[config.mk]
export PLATFORM = sky130hd
export DESIGN_NAME = ratio_clock_divider
export DESIGN_NICKNAME = d
export VERILOG_FILES = /design/src/rtl/clkratio_pkg.sv /design/src/rtl/ratio_mode_decode.sv /design/src/rtl/ratio_lane.sv /design/src/rtl/ratio_clock_divider.sv
export SDC_FILE = /design/constraint.sdc
export NUM_CORES = 1
export LEC_CHECK = 0
export CAP_MARGIN = 20
export CORE_ASPECT_RATIO = 1.2
export CORE_MARGIN = 2
export CORE_UTILIZATION = 50
export DETAILED_ROUTE_END_ITERATION = 16
export PLACE_DENSITY = 0.75
export SYNTH_ARGS = -nofsm -noshare
export SYNTH_HDL_FRONTEND = slang
export SYNTH_HIERARCHICAL = 1
export SYNTH_SLANG_ARGS = --single-unit
[constraint.sdc]
create_clock -name clk -period 7.9 [get_ports clk]
set_clock_uncertainty 0.1 [all_clocks]
set_input_delay 1.58 -clock clk [delete_from_list [all_inputs] [get_ports clk]]
set_output_delay 1.58 -clock clk [all_outputs]
set_load 0.005 [all_outputs]
[src/rtl/clkratio_pkg.sv]
package clkratio_pkg;

  localparam int LANES  = 6;
  localparam int LN_CPU = 0;
  localparam int LN_MEM = 1;
  localparam int LN_M66 = 2;
  localparam int LN_BUS = 3;
  localparam int LN_IRQ = 4;
  localparam int LN_AUX = 5;

  typedef enum logic [1:0] {
    MC_OFF  = 2'd0,
    MC_HOLD = 2'd1,
    MC_TEST = 2'd2,
    MC_RUN  = 2'd3
  } mode_cls_e;

  function automatic mode_cls_e classify(input logic [2:0] m);
    mode_cls_e c;
    if (m == 3'b000)           c = MC_OFF;
    else if (m[1:0] == 2'b01)  c = MC_HOLD;
    else if (m == 3'b100)      c = MC_TEST;
    else                       c = MC_RUN;
    return c;
  endfunction

  // Period of one lane in master ticks for a given state and rate.
  function automatic int lane_period(input mode_cls_e c, input logic fast,
                                     input int lane, input int scale,
                                     input int aux);
    int cpu;
    int p;
    cpu = fast ? 6 * scale : 8 * scale;
    p = 2;
    if (c == MC_TEST) begin
      case (lane)
        LN_CPU:  p = 2;
        LN_MEM:  p = 4;
        LN_M66:  p = 4;
        LN_BUS:  p = 8;
        LN_IRQ:  p = 16;
        default: p = 2;
      endcase
    end else if (c == MC_RUN) begin
      case (lane)
        LN_CPU:  p = cpu;
        LN_MEM:  p = 2 * cpu;
        LN_M66:  p = 12 * scale;
        LN_BUS:  p = 24 * scale;
        LN_IRQ:  p = 48 * scale;
        default: p = aux;
      endcase
    end
    return p;
  endfunction

endpackage

[src/rtl/ratio_mode_decode.sv]
module ratio_mode_decode
  import clkratio_pkg::*;
#(
  parameter int SCALE     = 1,
  parameter int AUX_TICKS = 16,
  parameter int CW        = 6
) (
  input  logic                      clk,
  input  logic                      rst_n,
  input  logic [2:0]                mode,
  output logic                      restart,
  output logic [LANES-1:0]          run,
  output logic [LANES-1:0][CW-1:0]  period,
  output logic [LANES-1:0]          oe_q
);

  logic [2:0]       mode_q;
  mode_cls_e        cls;
  logic [LANES-1:0] oe_next;

  assign cls     = classify(mode);
  assign restart = (mode != mode_q);

  always_comb begin
    for (int i = 0; i < LANES; i++) begin
      if (i == LN_AUX)
        run[i] = (cls == MC_TEST) || ((cls == MC_RUN) && mode[0]);
      else
        run[i] = (cls == MC_TEST) || (cls == MC_RUN);
    end
  end

  always_comb begin
    case (cls)
      MC_OFF:  oe_next = '0;
      MC_HOLD: oe_next = '1;
      default: oe_next = run;
    endcase
  end

  for (genvar g = 0; g < LANES; g++) begin : g_per
    assign period[g] = CW'(lane_period(cls, mode[2], g, SCALE, AUX_TICKS));
  end

  always_ff @(posedge clk or negedge rst_n) begin
    if (!rst_n) begin
      mode_q <= 3'b000;
      oe_q   <= '0;
    end else begin
      mode_q <= mode;
      oe_q   <= oe_next;
    end
  end

endmodule

[src/rtl/ratio_lane.sv]
module ratio_lane #(
  parameter int CW = 6
) (
  input  logic          clk,
  input  logic          rst_n,
  input  logic          restart,
  input  logic          run,
  input  logic [CW-1:0] period,
  output logic          clk_q
);

  logic [CW-1:0] cnt;
  logic [CW-1:0] cnt_n;
  logic [CW-1:0] half;

  assign half = period >> 1;

  always_comb begin
    if (restart || (cnt == period - CW'(1)))
      cnt_n = '0;
    else
      cnt_n = cnt + CW'(1);
  end

  always_ff @(posedge clk or negedge rst_n) begin
    if (!rst_n) begin
      cnt   <= '0;
      clk_q <= 1'b0;
    end else if (!run) begin
      cnt   <= '0;
      clk_q <= 1'b0;
    end else begin
      cnt   <= cnt_n;
      clk_q <= (cnt_n < half);
    end
  end

endmodule

[src/rtl/ratio_clock_divider.sv]
module ratio_clock_divider
  import clkratio_pkg::*;
#(
  parameter int SCALE     = 1,
  parameter int AUX_TICKS = 16
) (
  input  logic             clk,
  input  logic             rst_n,
  input  logic [2:0]       mode,
  output logic [LANES-1:0] clk_o,
  output logic [LANES-1:0] oe_o
);

  localparam int MAXP = (48 * SCALE > AUX_TICKS) ? 48 * SCALE : AUX_TICKS;
  localparam int CW   = $clog2(MAXP + 1);

  logic                     restart;
  logic [LANES-1:0]         run;
  logic [LANES-1:0][CW-1:0] period;

  ratio_mode_decode #(
    .SCALE     (SCALE),
    .AUX_TICKS (AUX_TICKS),
    .CW        (CW)
  ) u_dec (
    .clk     (clk),
    .rst_n   (rst_n),
    .mode    (mode),
    .restart (restart),
    .run     (run),
    .period  (period),
    .oe_q    (oe_o)
  );

  for (genvar g = 0; g < LANES; g++) begin : g_lane
    ratio_lane #(.CW(CW)) u_lane (
      .clk     (clk),
      .rst_n   (rst_n),
      .restart (restart),
      .run     (run[g]),
      .period  (period[g]),
      .clk_q   (clk_o[g])
    );
  end

endmodule

# Word level (Yosys, flattened, before mapping)
# Cells that the tools add are included.
[classes]
n_reduce_logical = 11
addsub = 12
n_lt_le_gt_ge = 6
n_eq_ne = 12
n_mux = 35
[ops]
columns = ["operator", "count"]
rows = [
  ["6-bit 2-to-1 mux", 21],
  ["6-bit by 1-bit adder with 6-bit output (second input constant)", 6],
  ["6-bit == test", 6],
  ["6-bit by 5-bit < comparator with 1-bit output", 6],
  ["6-bit by 1-bit subtractor with 6-bit output (second input constant)", 6],
  ["6-bit case mux with 2 select lines", 1],
  ["5-bit 2-to-1 mux", 2],
  ["1-bit logical OR", 8],
  ["4-bit 2-to-1 mux", 2],
  ["1-bit 2-to-1 mux", 7],
  ["2-bit by 1-bit == test with 1-bit output (second input constant)", 2],
  ["2-bit == test (second input constant)", 2],
  ["2-bit 2-to-1 mux", 2],
  ["3-bit == test (second input constant)", 1],
  ["3-bit zero test", 1],
  ["3-bit inequality test", 1],
  ["2-bit zero test", 1],
  ["1-bit logical AND", 1],
]
[totals]
input_bits = 5
out_inout_bits = 12
word_cells = 90
ff_bits = 51

# Depth between registers and ports, before layout
[logic_depth]
ltp_word = 13
ltp_mapped = 15
mapped_depth_nobuf = 13

# Modules after synthesis
# Netlist, hierarchy kept.
[modules_own_cells]
columns = ["module", "seq_area_each_um2", "area_each_um2", "n_inst", "cells_per_inst"]
rows = [
  ["ratio_lane", 175.2, 599.3, 6, 66],
  ["ratio_mode_decode", 125.1, 504.2, 1, 60],
]

# Worst setup path before layout
# No wires, ideal clock.
[synth_path]
path_kind = "input -> register"
from = "in mode[0]"
to = "reg g_lane[2].u_lane.clk_q"
path_slack_ns = 3.567
t_arrival_ns = 4.107
required_time_ns = 7.674
stages = 14
setup_ns = 0.126
path_buffers = 2
cell_sequence = "nand2b_1 > and2_1 > buf_4 > inv_1 > ha_1 > a21oi_1 > a311o_1 > a2111oi_4 > buf_6 > nor3_1 > ha_1 > nand3_1 > o31a_1 > o31a_1"
[synth_rtl]
columns = ["item", "line_no", "text"]
rows = [
  ["from (decl)", "ratio_clock_divider.sv:9", "input logic [2:0] mode,"],
  ["to (signal assigned)", "ratio_lane.sv:34", "clk_q <= (cnt_n < half);"],
  ["to (decl)", "ratio_lane.sv:9", "output logic clk_q"],
]

# Worst setup path after layout
[layout_path]
from = "in mode[1]"
to = "reg g_lane[4].u_lane.clk_q"
[layout_via]
elab_chain_cells = 13
elab_cells_between_ends = 18
cone_classes = "1 x add/sub; 1 x order compare; 6 x eq/ne; 7 x mux; 3 x reduce/logical"
[layout_rtl]
columns = ["item", "line_no", "text"]
rows = [
  ["3-bit == test", "clkratio_pkg.sv:22", "else if (m == 3'b100) c = MC_TEST;"],
  ["1-bit 2-to-1 mux", "clkratio_pkg.sv:22", ""],
  ["2-bit 2-to-1 mux", "clkratio_pkg.sv:21", "else if (m[1:0] == 2'b01) c = MC_HOLD;"],
  ["2-bit 2-to-1 mux", "clkratio_pkg.sv:20", "if (m == 3'b000) c = MC_OFF;"],
  ["2-bit == test", "clkratio_pkg.sv:44, ratio_mode_decode.sv:29", ""],
  ["6-bit 2-to-1 mux", "clkratio_pkg.sv:44", "end else if (c == MC_RUN) begin"],
  ["6-bit 2-to-1 mux", "clkratio_pkg.sv:35", "if (c == MC_TEST) begin"],
  ["6-bit by 1-bit subtractor with 6-bit output", "ratio_lane.sv:19", "if (restart || (cnt == period - CW'(1)))"],
  ["6-bit == test", "ratio_lane.sv:19", ""],
  ["1-bit logical OR", "ratio_lane.sv:19", ""],
  ["6-bit 2-to-1 mux", "ratio_lane.sv:19", ""],
  ["6-bit by 5-bit < comparator with 1-bit output", "ratio_lane.sv:34", ""],
  ["1-bit 2-to-1 mux *", "ratio_lane.sv:29", "end else if (!run) begin"],
  ["to (signal assigned)", "ratio_lane.sv:34", ""],
  ["to (decl)", "ratio_lane.sv:9", ""],
]
# Mark *: on every way between the ends. The rest lies on a longest branch, timed or not.

==> reports/summary.txt <==
Sum Neg Setup Slack - 0 ns
CTS root buf - sky130_fd_sc_hd__clkbuf_8
wire length of the first global-routing pass - 13280 um
worst rel slew slack - 0.5347
depth of the most critical reg-to-reg path - 8
total placed cells including tap cells - 542
Final Cycle Share - 0.6649
Critical R2R Launch - g_lane[0].u_lane/cnt[2]
number of nets in the layout - 496
quantity of I/O buffers inserted on ports - 16
Cell Rows - 36
quantity of hold-fixing buffers added after cts - 0
Distinct cells, synth - 28
area grow syn2layout - 3.631%
Skew-Pair Late Insertion Delay - 0.30 ns
number of H-tree levels - 2
area fraction of the dominant cell type after synthesis - 0.2868
number of synthesis warnings - 6
Synth top cells by count - sky130_fd_sc_hd__nor3_1, sky130_fd_sc_hd__inv_1, sky130_fd_sc_hd__dfrtp_1
logic depth of the worst setup path including buffers - 13
number of endpoints with negative hold slack in the final report - 0
height of the chip - 103.2 um
result of the run - finished, final reports clean
DRC - 0
vias per std cell - 5.456
highest-utilization routing layer at the global route stage - met2
number of standard cells after synthesis - 456
vias - 3006
antenna fix cells - 0
initial antenna violation count - 0
overall routing resource usage - 0.1850
horizontal die dimension - 86.67 um
endpoint kind of the worst setup timing path - flop
worst vdd rail ir drop - 0.00008650 V
path category of the worst min-delay check - flop to flop
pin slew with the least headroom to its limit - 0.6958 ns
fraction of final layout cells sized beyond drive strength 1 - 0.03947
final RePlAce weighted congestion - 0.8888
number of endpoints failing setup at the final stage - 0
buffers and inverters on the worst path - 3
via count of the first global-routing pass - 3023
Power Total - 540.5 uW
Post-Synthesis Mean Instance Area - 8.992 um^2
maximum number of pins on one net before global-route repair - 48
area inside the core boundary - 0.008063 mm^2
CTS tree - built
Combinational Power Share - 0.196
leakage power of the design - 1.787 nW
clock power share - 0.340
synth top area cells - sky130_fd_sc_hd__dfrtp_1, sky130_fd_sc_hd__ha_1, sky130_fd_sc_hd__xor2_1
capture point of the worst reg-to-reg path - g_lane[0].u_lane/clk_q
Internal - 392.1 uW
1st-pass router iterations - 4
data arrival time at the worst-slack endpoint - 5.33 ns
minimum setup slack among reg-to-reg paths - 4.91 ns
highest clock frequency the design can meet - 190.4 MHz
cell accounting for the most synthesized area - sky130_fd_sc_hd__dfrtp_1
drt first-iter violations - 76
met3 global-route usage - 0.02222
number of enable-type register cells in the synthesized netlist - 0
crit path cell chain - clkdlybuf4s50_1 > inv_2 > and2_1 > inv_1 > ha_1 > a21oi_1 > a311o_1 > a2111oi_4 > nor3_1 > ha_1 > nand3_1 > o31a_1 > o31a_1
Hold Crit Depth - 1
proportion of power drawn by flip-flops and latches - 0.464
type of the setup path with the least slack - primary input to flop
category of cells accounting for the largest share of critical-path delay - compound AO/OA/AOI/OAI gates
number of gates resized after cts - 0
max-cap violation count - 0
post-layout utilization of the core - 0.5270
HPWL reported at the end of detailed placement - 5799 um
area of the die - 0.008944 mm^2
number of buffers inserted during clock tree synthesis - 5
global route overflow - 0
register bit total from synthesis - 47
Seq. cell area - 0.001176 mm^2
net load switching power - 148.4 uW
final design area excluding fillers - 0.004249 mm^2
average wire per cell in the routed design - 13.84 um
post-route insts no fill - 551
data required time of the worst path - 7.98 ns
time the final worst path needs with I/O delays and setup - 5.253 ns
Placed Instance Area - 0.004104 mm^2
Final Routed Wirelength - 7625 um
delay of the slowest critical-path stage - 0.92 ns
initial core utilization - 0.5085
register clock-pin slew on the reported worst setup and hold paths - 0.09 ns
met1 capacity usage during global routing - 0.2172
Filler Cell Count - 711
area of combinational cells with multiple inputs - 0.002459 mm^2
Post-CTS Setup Inserts - 0
unrepaired setup endpoints after global routing - false
library cell with the highest instance count after synthesis - sky130_fd_sc_hd__nor3_1
total clock sinks - 47
area of the mapped netlist - 0.004100 mm^2
Top FF cell, synth - sky130_fd_sc_hd__dfrtp_1
type of element launching the critical path - primary input
sequential cell area fraction in the yosys report - 0.2868
end of the critical path - g_lane[4].u_lane/clk_q
remaining number of nets flagged by the antenna check after routing - 0
Async S/R FF share, synth - 1.000
Boundary Pins - 17
switching part of the total - 0.2746
count of pins over their slew limit - 0
startpoint of the most critical setup path - mode[1]
Max FO, Critical Path - 18
met2 Resource Use GR - 0.3444
power density over cell area - 127.2 mW/mm^2
Bufs on Longest Clock Path - 2
crit path max-delay cell type - sky130_fd_sc_hd__clkdlybuf4s50_1
-- power groups by stage --
stage	clock, mW	combinational (mW)	sequential, mW
after global placement	0	0.101	0.255
after CTS	0.189	0.104	0.251
after detailed placement	0	0.104	0.256
after global routing	0.200	0.120	0.251
final	0.184	0.106	0.251
after floorplan	0	0.0882	0.255
-- per-layer routing --
metal,up-vias,routed length [um],share of wire
met2,50,3995,0.52
met3,9,241,0.032
met1,1419,3278,0.43
met5,-,0,0
met4,0,110,0.014
li1,1528,-,-
-- final cells by class --
type / instances / area share
inverter: 50 / 0.04417
clock inverter: 2 / 0.008245
sequential: 47 / 0.2768
multi-input combinational: 333 / 0.5786
clock buffer: 6 / 0.01943
timing repair buffer: 18 / 0.04476
tap: 95 / 0.02797
-- cell families (layout without fill, tap and decap cells) --
| family | Yosys count | count (layout) | share of synthesized area |
|---|---|---|---|
| and+or+nand+nor | 159 | 159 | 0.2093 |
| buffers and inverters | 93 | 76 | 0.1291 |
| xor gates and xnor gates | 69 | 69 | 0.1474 |
| AOI/OAI and AO/OA | 51 | 51 | 0.1166 |
| DFF | 47 | 47 | 0.2868 |
| adders and majority gates | 36 | 36 | 0.1099 |
| other | 1 | 18 | 0.0009146 |
-- worst reg2reg max path, cell delays in order, from the launching register on --
cell	delay, ns
sky130_fd_sc_hd__dfrtp_1	0.48
sky130_fd_sc_hd__or2b_1	0.27
sky130_fd_sc_hd__a311o_1	0.35
sky130_fd_sc_hd__a2111oi_4	0.63
sky130_fd_sc_hd__nor3_1	0.14
sky130_fd_sc_hd__ha_1	0.34
sky130_fd_sc_hd__nand3_1	0.09
sky130_fd_sc_hd__o31a_1	0.24
sky130_fd_sc_hd__o31a_1	0.23
-- registers in the layout, indices dropped and copies added (netlist names) --
signal,count
u_dec/mode_q,3
u_dec/oe_q,2
g_lane.u_lane/clk_q,6
g_lane.u_lane/cnt,36
-- metrics by stage --
step,hold slack (ns),worst slack [ns]
after floorplan,0.3976,3.567
after global placement,0.4555,2.417
after detailed placement,0.4657,2.330
after CTS,0.4790,2.658
after global routing,0.5050,2.234
final,0.4766,2.647
-- cell usage in the layout, fill, tap and decap left out, drive strengths merged --
cell type	synthesis	final
bufinv	0	1
a311o	6	6
and2	2	2
clkdlybuf4s50	0	15
buf	42	3
or2b	6	6
a21o	1	1
a2111oi	6	6
inv	50	50
ha	36	36
nand2	15	15
clkbuf	1	6
nand3	25	25
clkinv	0	1
o22ai	6	6
conb	1	18
nor2	12	12
xnor2	33	33
nor3b	18	18
o21ai	1	1
dfrtp	47	47
nand2b	14	14
xor2	36	36
or3	1	1
nand4	12	12
a21oi	18	18
o31a	12	12
a21boi	1	1
nor3	54	54
-- how the worst min path moves through the flow --
stage                                       start                      end  slack, ns
after floorplan           g_lane[0].u_lane/cnt[0]  g_lane[0].u_lane/cnt[0]       0.40
after global placement    g_lane[2].u_lane/cnt[0]  g_lane[2].u_lane/cnt[0]       0.46
after detailed placement  g_lane[0].u_lane/cnt[0]  g_lane[0].u_lane/cnt[0]       0.47
after CTS                 g_lane[0].u_lane/cnt[0]  g_lane[0].u_lane/cnt[0]       0.48
after global routing      g_lane[2].u_lane/cnt[0]  g_lane[2].u_lane/cnt[0]       0.50
final                     g_lane[0].u_lane/cnt[0]  g_lane[0].u_lane/cnt[0]       0.48
(Power assumes the default switching activity.)
